## src/rtl/acq_seq_pkg.sv

```systemverilog
package acq_seq_pkg;
  localparam int SEC_W   = 16;
  localparam int NUM_SEC = 3;
  localparam int CH_W    = 10;
  localparam int ACQ_W   = 4;

  // configuration word bit positions
  localparam int CFG_START  = 0;
  localparam int CFG_RESET  = 1;
  localparam int CFG_SEC_LO = 8;
  localparam int CFG_ERR    = 10;

  // section 0 bit positions
  localparam int S0_HIRES = 10;
  localparam int S0_LOOP  = 11;
  localparam int S0_ACQ   = 12;

  // threshold section bit positions
  localparam int LIM_SIGN = 8;
  localparam int LIM_DIR  = 9;

  typedef enum logic [0:0] {SEQ_IDLE, SEQ_BUSY} seqState_t;

  typedef struct packed {
    logic ramWe;
    logic laneLo;
    logic laneHi;
    logic capture;
  } dpStrobe_t;
endpackage

```

## src/rtl/seq_control.sv

```systemverilog
module seq_control
  import acq_seq_pkg::*;
#(
  parameter int NUM_INSTR = 8,
  parameter int PTR_W     = 3,
  parameter int ADDR_W    = 5
) (
  input  logic              clk,
  input  logic              rstN,
  input  logic              byteMode,
  input  logic [ADDR_W-1:0] hostAddr,
  input  logic              hostWr,
  input  logic [SEC_W-1:0]  hostWrData,
  input  logic              convDone,
  input  logic              curLoopEnd,
  output dpStrobe_t         strobe,
  output logic [SEC_W-1:0]  wrWord,
  output logic [1:0]        secSel,
  output logic [PTR_W-1:0]  ptr,
  output logic [SEC_W-1:0]  cfgWord,
  output logic              running,
  output logic              convReq
);
  localparam logic [PTR_W:0]   CFG_IDX  = (PTR_W+1)'(NUM_INSTR);
  localparam logic [PTR_W-1:0] LAST_PTR = PTR_W'(NUM_INSTR - 1);

  seqState_t  state;
  logic       startBit, resetBit, errFlag;
  logic [PTR_W:0] wordIdx;
  logic       laneLo, laneHi, isCfg, isRam;
  logic       cfgLoWr, cfgHiWr, softNow, errSet;
  logic [PTR_W-1:0] nextPtr;

  assign wordIdx = hostAddr[ADDR_W-1:1];
  assign laneLo  = !byteMode || !hostAddr[0];
  assign laneHi  = !byteMode ||  hostAddr[0];
  assign wrWord  = byteMode ? {hostWrData[7:0], hostWrData[7:0]} : hostWrData;
  assign isCfg   = (wordIdx == CFG_IDX);
  assign isRam   = (wordIdx < CFG_IDX);
  assign cfgLoWr = hostWr && isCfg && laneLo;
  assign cfgHiWr = hostWr && isCfg && laneHi;
  assign softNow = cfgLoWr && wrWord[CFG_RESET];

  assign convReq = (state == SEQ_BUSY);
  assign running = startBit || convReq;
  assign errSet  = hostWr && isRam && running;

  assign nextPtr = (curLoopEnd || ptr == LAST_PTR) ? '0 : ptr + 1'b1;

  always_comb begin
    strobe.ramWe   = hostWr && isRam && !running && (secSel != 2'd3);
    strobe.laneLo  = laneLo;
    strobe.laneHi  = laneHi;
    strobe.capture = convReq && convDone && !softNow;
  end

  always_comb begin
    cfgWord = '0;
    cfgWord[CFG_START] = startBit;
    cfgWord[CFG_RESET] = resetBit;
    cfgWord[CFG_SEC_LO +: 2] = secSel;
    cfgWord[CFG_ERR] = errFlag;
  end

  always_ff @(posedge clk or negedge rstN) begin
    if (!rstN) begin
      state    <= SEQ_IDLE;
      startBit <= 1'b0;
      resetBit <= 1'b0;
      errFlag  <= 1'b0;
      secSel   <= 2'd0;
      ptr      <= '0;
    end else begin
      resetBit <= 1'b0;
      if (softNow) begin
        state    <= SEQ_IDLE;
        startBit <= 1'b0;
        resetBit <= 1'b1;
        errFlag  <= 1'b0;
        ptr      <= '0;
      end else begin
        if (cfgLoWr) startBit <= wrWord[CFG_START];
        if (errSet)  errFlag  <= 1'b1;
        case (state)
          SEQ_IDLE: if (startBit) state <= SEQ_BUSY;
          SEQ_BUSY: if (convDone) begin
            state <= SEQ_IDLE;
            ptr   <= nextPtr;
          end
          default: state <= SEQ_IDLE;
        endcase
      end
      if (cfgHiWr) secSel <= wrWord[CFG_SEC_LO +: 2];
    end
  end

  AST_REQ_HELD: assert property (@(posedge clk) disable iff (!rstN)
    convReq && !convDone && !softNow |=> convReq);
  AST_PTR_STABLE: assert property (@(posedge clk) disable iff (!rstN)
    convReq && !convDone && !softNow |=> $stable(ptr));
  AST_RESET_EFFECT: assert property (@(posedge clk) disable iff (!rstN)
    resetBit |-> !startBit && !convReq && ptr == '0 && !errFlag);
  AST_RESET_SELF_CLEAR: assert property (@(posedge clk) disable iff (!rstN)
    resetBit && !softNow |=> !resetBit);
  AST_ERR_STICKY: assert property (@(posedge clk) disable iff (!rstN)
    errFlag && !softNow |=> errFlag);
  AST_STOP_NO_REQ: assert property (@(posedge clk) disable iff (!rstN)
    !startBit && !convReq |=> !convReq);
endmodule

```

## src/rtl/seq_datapath.sv

```systemverilog
module seq_datapath
  import acq_seq_pkg::*;
#(
  parameter int NUM_INSTR = 8,
  parameter int RES_W     = 13,
  parameter int PTR_W     = 3,
  parameter int ADDR_W    = 5
) (
  input  logic                    clk,
  input  logic                    rstN,
  input  dpStrobe_t               strobe,
  input  logic                    byteMode,
  input  logic [ADDR_W-1:0]       hostAddr,
  input  logic [SEC_W-1:0]        wrWord,
  input  logic [1:0]              secSel,
  input  logic [PTR_W-1:0]        ptr,
  input  logic [SEC_W-1:0]        cfgWord,
  input  logic                    running,
  input  logic signed [RES_W-1:0] convResult,
  output logic [SEC_W-1:0]        hostRdData,
  output logic [CH_W-1:0]         convChannel,
  output logic                    convHiRes,
  output logic [ACQ_W-1:0]        convAcqTime,
  output logic                    curLoopEnd,
  output logic                    resValid,
  output logic signed [RES_W-1:0] resData,
  output logic [PTR_W-1:0]        resIndex,
  output logic [1:0]              resTrip
);
  localparam logic [PTR_W:0] CFG_IDX = (PTR_W+1)'(NUM_INSTR);
  localparam int CMP_W = RES_W + 1;

  logic [NUM_INSTR-1:0][NUM_SEC-1:0][SEC_W-1:0] instWord;
  logic [PTR_W-1:0] wrIdx;
  logic [PTR_W:0]   rdIdx;
  logic [SEC_W-1:0] rdWord, cur0;

  assign wrIdx = hostAddr[PTR_W:1];
  assign rdIdx = hostAddr[ADDR_W-1:1];

  for (genvar gi = 0; gi < NUM_INSTR; gi++) begin : g_instr
    logic [NUM_SEC-1:0][SEC_W-1:0] secQ;
    logic hit;
    assign hit = strobe.ramWe && (wrIdx == PTR_W'(gi));
    always_ff @(posedge clk or negedge rstN) begin
      if (!rstN) begin
        secQ <= '0;
      end else if (hit) begin
        if (strobe.laneLo) secQ[secSel][7:0]  <= wrWord[7:0];
        if (strobe.laneHi) secQ[secSel][15:8] <= wrWord[15:8];
      end
    end
    assign instWord[gi] = secQ;
  end

  always_comb begin
    rdWord = '0;
    if (rdIdx == CFG_IDX)
      rdWord = cfgWord;
    else if (rdIdx < CFG_IDX && !running && secSel != 2'd3)
      rdWord = instWord[rdIdx[PTR_W-1:0]][secSel];
  end

  assign hostRdData = !byteMode ? rdWord
                    : {8'h00, (hostAddr[0] ? rdWord[15:8] : rdWord[7:0])};

  assign cur0        = instWord[ptr][0];
  assign convChannel = cur0[CH_W-1:0];
  assign convHiRes   = cur0[S0_HIRES];
  assign convAcqTime = cur0[S0_ACQ +: ACQ_W];
  assign curLoopEnd  = cur0[S0_LOOP];

  function automatic logic limitTrip(input logic signed [RES_W-1:0] r,
                                     input logic [SEC_W-1:0] sec);
    logic signed [CMP_W-1:0] lim, rv;
    lim = $signed({{(CMP_W-8){1'b0}}, sec[7:0]});
    if (sec[LIM_SIGN]) lim = -lim;
    rv = {r[RES_W-1], r};
    return sec[LIM_DIR] ? (rv > lim) : (rv < lim);
  endfunction

  always_ff @(posedge clk or negedge rstN) begin
    if (!rstN) begin
      resValid <= 1'b0;
      resData  <= '0;
      resIndex <= '0;
      resTrip  <= 2'b00;
    end else begin
      resValid <= strobe.capture;
      if (strobe.capture) begin
        resData  <= convResult;
        resIndex <= ptr;
        resTrip  <= {limitTrip(convResult, instWord[ptr][2]),
                     limitTrip(convResult, instWord[ptr][1])};
      end
    end
  end

  AST_RAM_WRITE_STOPPED: assert property (@(posedge clk) disable iff (!rstN)
    strobe.ramWe |-> !running);
  AST_RESULT_SPACING: assert property (@(posedge clk) disable iff (!rstN)
    resValid |=> !resValid);
endmodule

```

## src/rtl/acq_seq_top.sv

```systemverilog
module acq_seq_top
  import acq_seq_pkg::*;
#(
  parameter  int NUM_INSTR = 8,
  parameter  int RES_W     = 13,
  localparam int PTR_W     = $clog2(NUM_INSTR),
  localparam int ADDR_W    = PTR_W + 2
) (
  input  logic                    clk,
  input  logic                    rstN,
  input  logic                    byteMode,
  input  logic [ADDR_W-1:0]       hostAddr,
  input  logic                    hostWr,
  input  logic [15:0]             hostWrData,
  output logic [15:0]             hostRdData,
  output logic                    convReq,
  output logic [PTR_W-1:0]        convIndex,
  output logic [9:0]              convChannel,
  output logic                    convHiRes,
  output logic [3:0]              convAcqTime,
  input  logic                    convDone,
  input  logic signed [RES_W-1:0] convResult,
  output logic                    resValid,
  output logic signed [RES_W-1:0] resData,
  output logic [PTR_W-1:0]        resIndex,
  output logic [1:0]              resTrip
);
  dpStrobe_t        strobe;
  logic [SEC_W-1:0] wrWord, cfgWord;
  logic [1:0]       secSel;
  logic [PTR_W-1:0] ptr;
  logic             running, curLoopEnd;

  assign convIndex = ptr;

  seq_control #(.NUM_INSTR(NUM_INSTR), .PTR_W(PTR_W), .ADDR_W(ADDR_W)) u_ctrl (
    .clk(clk), .rstN(rstN), .byteMode(byteMode), .hostAddr(hostAddr),
    .hostWr(hostWr), .hostWrData(hostWrData), .convDone(convDone),
    .curLoopEnd(curLoopEnd), .strobe(strobe), .wrWord(wrWord),
    .secSel(secSel), .ptr(ptr), .cfgWord(cfgWord), .running(running),
    .convReq(convReq)
  );

  seq_datapath #(.NUM_INSTR(NUM_INSTR), .RES_W(RES_W), .PTR_W(PTR_W),
                 .ADDR_W(ADDR_W)) u_dp (
    .clk(clk), .rstN(rstN), .strobe(strobe), .byteMode(byteMode),
    .hostAddr(hostAddr), .wrWord(wrWord), .secSel(secSel), .ptr(ptr),
    .cfgWord(cfgWord), .running(running), .convResult(convResult),
    .hostRdData(hostRdData), .convChannel(convChannel),
    .convHiRes(convHiRes), .convAcqTime(convAcqTime),
    .curLoopEnd(curLoopEnd), .resValid(resValid), .resData(resData),
    .resIndex(resIndex), .resTrip(resTrip)
  );
endmodule

```

## config.mk

```make
export PLATFORM = sky130hd
export DESIGN_NAME = acq_seq_top
export DESIGN_NICKNAME = d
export VERILOG_FILES = /design/src/rtl/acq_seq_pkg.sv /design/src/rtl/seq_control.sv /design/src/rtl/seq_datapath.sv /design/src/rtl/acq_seq_top.sv
export SDC_FILE = /design/constraint.sdc
export NUM_CORES = 1
export LEC_CHECK = 0
export BUFFER_PORTS_ARGS = -buffer_cell sky130_fd_sc_hd__buf_4
export CORE_UTILIZATION = 55
export CTS_CLUSTER_DIAMETER = 60
export DETAILED_ROUTE_END_ITERATION = 10
export HOLD_SLACK_MARGIN = 0.12
export PLACE_DENSITY = 0.72
export RECOVER_POWER = 100
export SKIP_CTS_REPAIR_TIMING = 1
export SYNTH_ARGS = -nofsm -noshare
export SYNTH_HDL_FRONTEND = slang
export SYNTH_SLANG_ARGS = --single-unit
```

## constraint.sdc

```tcl
create_clock -name clk -period 3.9 [get_ports clk]
set_clock_uncertainty 0.15 [all_clocks]
set_input_delay 0.195 -clock clk [delete_from_list [all_inputs] [get_ports clk]]
set_output_delay 0.195 -clock clk [all_outputs]
set_load 0.05 [all_outputs]
```

==> flow_summary_export.csv <==
group,metric,value,unit
clocking,numCtsBuffers,45,
timing,min_period,3.71,ns
synthesis,async_reset_ff_share,100,%
critical_path,cp_max_fo,5,
cells_and_area,fill_cells,3123,
clocking,h-tree-depth,2,
route,initialDrtViolationCount,1380,
clocking,cts_tree,"done",
floorplanning,die_area,41300,µm²
clocking,clockRootBuffer,"clkbuf_16",
route,viasPerCell,6.39,
power_and_ir_drop,switching_power,5.85,mW
placed_design,place_congestion,0.883,
power_and_ir_drop,comb_power_share,35.0,%
critical_path,cp.required,4.21,ns
grt,grt_max_degree,122,
clocking,cts.sinks,412,
grt,grt_pass1_vias,16300,
synthesis,syn_area_per_cell,12.1,µm²
placed_design,portBuffers,92,
grt,met1_usage,43.0,%
cells_and_area,antenna_cells,0,
cells_and_area,instances_no_fill,2535,
synthesis,yosysTopAreaCellShare,46.3,%
power_and_ir_drop,p_total,16.4,mW
synthesis,synth-seq-cells,412,
power_and_ir_drop,ir_drop,0.602,mV
grt,antenna_found_initial,0,
placed_design,post-place-ws,-0.0245,ns
critical_path,crit_family,"simple AND/OR/NAND/NOR gates",
floorplanning,initial_utilization,55.9,%
placed_design,dp_hpwl,40400,µm
hold_path,hold_class,"in -> reg",
grt,grt_overflow,0,
synthesis,yosys-top-cells-area,"dfrtp_1, mux4_2, mux2_2",
critical_path,crit_type,"reg -> reg",
route,wl,61700,µm
grt,grt_pass1_wl,95600,µm
cells_and_area,drive_gt1_share,28.8,%
synthesis,yosysUniqueCellTypes,75,
route,vias,16200,
synthesis,synth_cells,1842,
route,wl_per_cell,24.4,µm
clocking,clockBufferDepth,3,
timing,fmax,0.270,GHz
synthesis,yosysWarningCount,0,
floorplanning,rows,73,
critical_path,startpoint_type,"flop",
cells_and_area,final_common_cell,"dfrtp_1",
route,drc,0,
timing,slew_headroom,-44.2,%
grt,grtUsageMet2,47.1,%
flow_run,maxCapViolations,5,
status,violations,"max-capacitance violations, max-slew violations",
timing,finalHoldViolCount,0,
synthesis,yosys.area.top_type,"dfrtp_1",
cells_and_area,design_area,25300,µm²
timing,max_slew.worst_pin.slew,2.16,ns
critical_path,cpMaxStageDelayCell,"mux4_2",
timing,timing.final.crit_share,95.1,%
floorplanning,die_h,203,µm
synthesis,synth_edf_count,0,
floorplanning,coreArea,39800,µm²
cells_and_area,final_cell_mix,"dfrtp_1, mux2_2, nand2_1",
floorplanning,die_w,203,µm
floorplanning,io-pin-count,93,
power_and_ir_drop,p_sw_share,35.8,%
power_and_ir_drop,power_frac_clock,27.9,%
synthesis,yosysSeqAreaShare,46.3,%
critical_path,crit_arrival,4.02,ns
cells_and_area,fin_nets,2048,
clocking,path_clk_slew,0.06,ns
clocking,clock_latency,0.58,ns
synthesis,syn_area,22300,µm²
timing,holdWs,0.115,ns
grt,grtUsageMet3,5.47,%
grt,grtUsageTotal,30.4,%
power_and_ir_drop,seq_power_share,37.2,%
grt,grt.busiest_layer,"met2",
route,drtAntennaViolNets,0,
synthesis,syn_nets,1913,
placed_design,dp_cells,2415,
synthesis,synth_ff_type,"dfrtp_1",
critical_path,critPathCaptureType,"flop",
critical_path,slowest_delay,0.49,ns
timing,setup_viol,0,
placed_design,post_dp_cell_area,23800,µm²
cells_and_area,syn2layout_area_growth,13.7,%
status,status,"finished, violations left",
critical_path,cp.buffers_inverters,3,
power_and_ir_drop,leakage,11.3,nW
critical_path,crit_chain,"buf_4, buf_4, mux4_2, mux2_4, inv_1, ha_1, nand2_1, nor2_1, a21oi_1, xor2_1, ha_1, nand4_1, nor4_2, nor4_1, o21ai_0, nand3_1",
timing,fin_ws,0.190,ns
timing,final-max-slew-violation-count,151,
route,drtPass1Iterations,6,
power_and_ir_drop,pwr_density_cell,646,nW/µm²
power_and_ir_drop,internal_power,10.5,mW
-- state kept, by name, summed over array words and instances, names as in the netlist, 2 cells and up --
register / cells
u_dp.g_instr.secQ: 384
u_dp.resData: 13
u_ctrl.ptr: 3
u_dp.resIndex: 3
u_ctrl.secSel: 2
u_dp.resTrip: 2
-- synthesized netlist by cell type, drive strengths merged (7+ instances only) --
library cell    n
mux2i          90
inv            15
nand2         216
a31oi           7
o21ai         128
clkbuf         72
mux4          152
nand3          10
ha             32
nor3           18
nand4           7
nand2b          8
o22ai          16
buf            61
nor2          156
a21oi         140
dfrtp         412
mux2          222
o211ai         10
-- per-stage QoR --
stage	utilization [%]	setup TNS, ns
after floorplan	-	0
after global placement	59.7	0
after detailed placement	59.7	-0.0245
after CTS	63.7	-0.0256
after global routing	63.6	-0.00878
final	63.6	0
-- per-layer routing --
metal	vias to the layer above	share of wire, %	wire length (µm)
met4	0	3.3	2040
met2	703	47	29200
met1	8347	41	25600
met5	-	0	0
met3	127	8.0	4940
li1	7034	-	-
-- power by group through the flow --
stage          combinational [mW]  sequential [mW]  clock, mW
5_1_grt                      6.14             6.18       4.77
6_report                     5.72             6.08       4.56
2_1_floorplan                4.00             6.15          0
3_3_place_gp                 5.60             6.06          0
4_1_cts                      5.78             6.10       4.61
3_5_place_dp                 5.74             6.15          0
-- final cells by class --
cell class,count,area (µm²),area share (%)
inverters,16,60.1,0.237
clock inverters,19,283,1.12
clock buffers,61,1300,5.12
well taps,525,657,2.59
repair buffers,221,1500,5.94
multi-input cells,1281,11200,44.2
flip-flops and latches,412,10300,40.8
-- kinds of logic (layout without fill, tap and decap cells) --
logic type	Yosys count	count (layout)	synth area share [%]
mux	464	464	31.1
xor+xnor	12	12	0.472
compound gates	332	332	8.22
flops	412	412	46.3
simple gates	441	441	8.92
fa+ha+maj	32	32	1.80
buf+inv	149	317	3.22
-- path summary, 6_finish.rpt --
path	start	endpoint	slack, ns	cells past startpoint
setup / recovery	u_ctrl.ptr[0]	u_dp.resTrip[0]	0.19	16
hold / removal	hostAddr[0]	u_ctrl.secSel[0]	0.11	4
setup reg to reg	u_ctrl.ptr[0]	u_dp.resTrip[0]	0.19	16
hold reg to reg	u_dp.resData[12]	u_dp.resData[12]	0.32	2
max in group asynchronous	rstN	u_dp.g_instr[2].secQ[6]	0.70	3
min in group asynchronous	rstN	u_dp.g_instr[4].secQ[28]	0.17	2
-- worst reg2reg max path, cell delays in order (launching register included) --
cell     delay [ns]
dfrtp_4        0.44
buf_4          0.18
buf_4          0.16
mux4_2         0.49
mux2_4         0.32
inv_1          0.07
ha_1           0.18
nand2_1        0.06
nor2_1         0.15
a21oi_1        0.11
xor2_1         0.16
ha_1           0.29
nand4_1        0.13
nor4_2         0.34
nor4_1         0.08
o21ai_0        0.19
nand3_1        0.09
No activity file was read; power rests on OpenSTA's default activity.
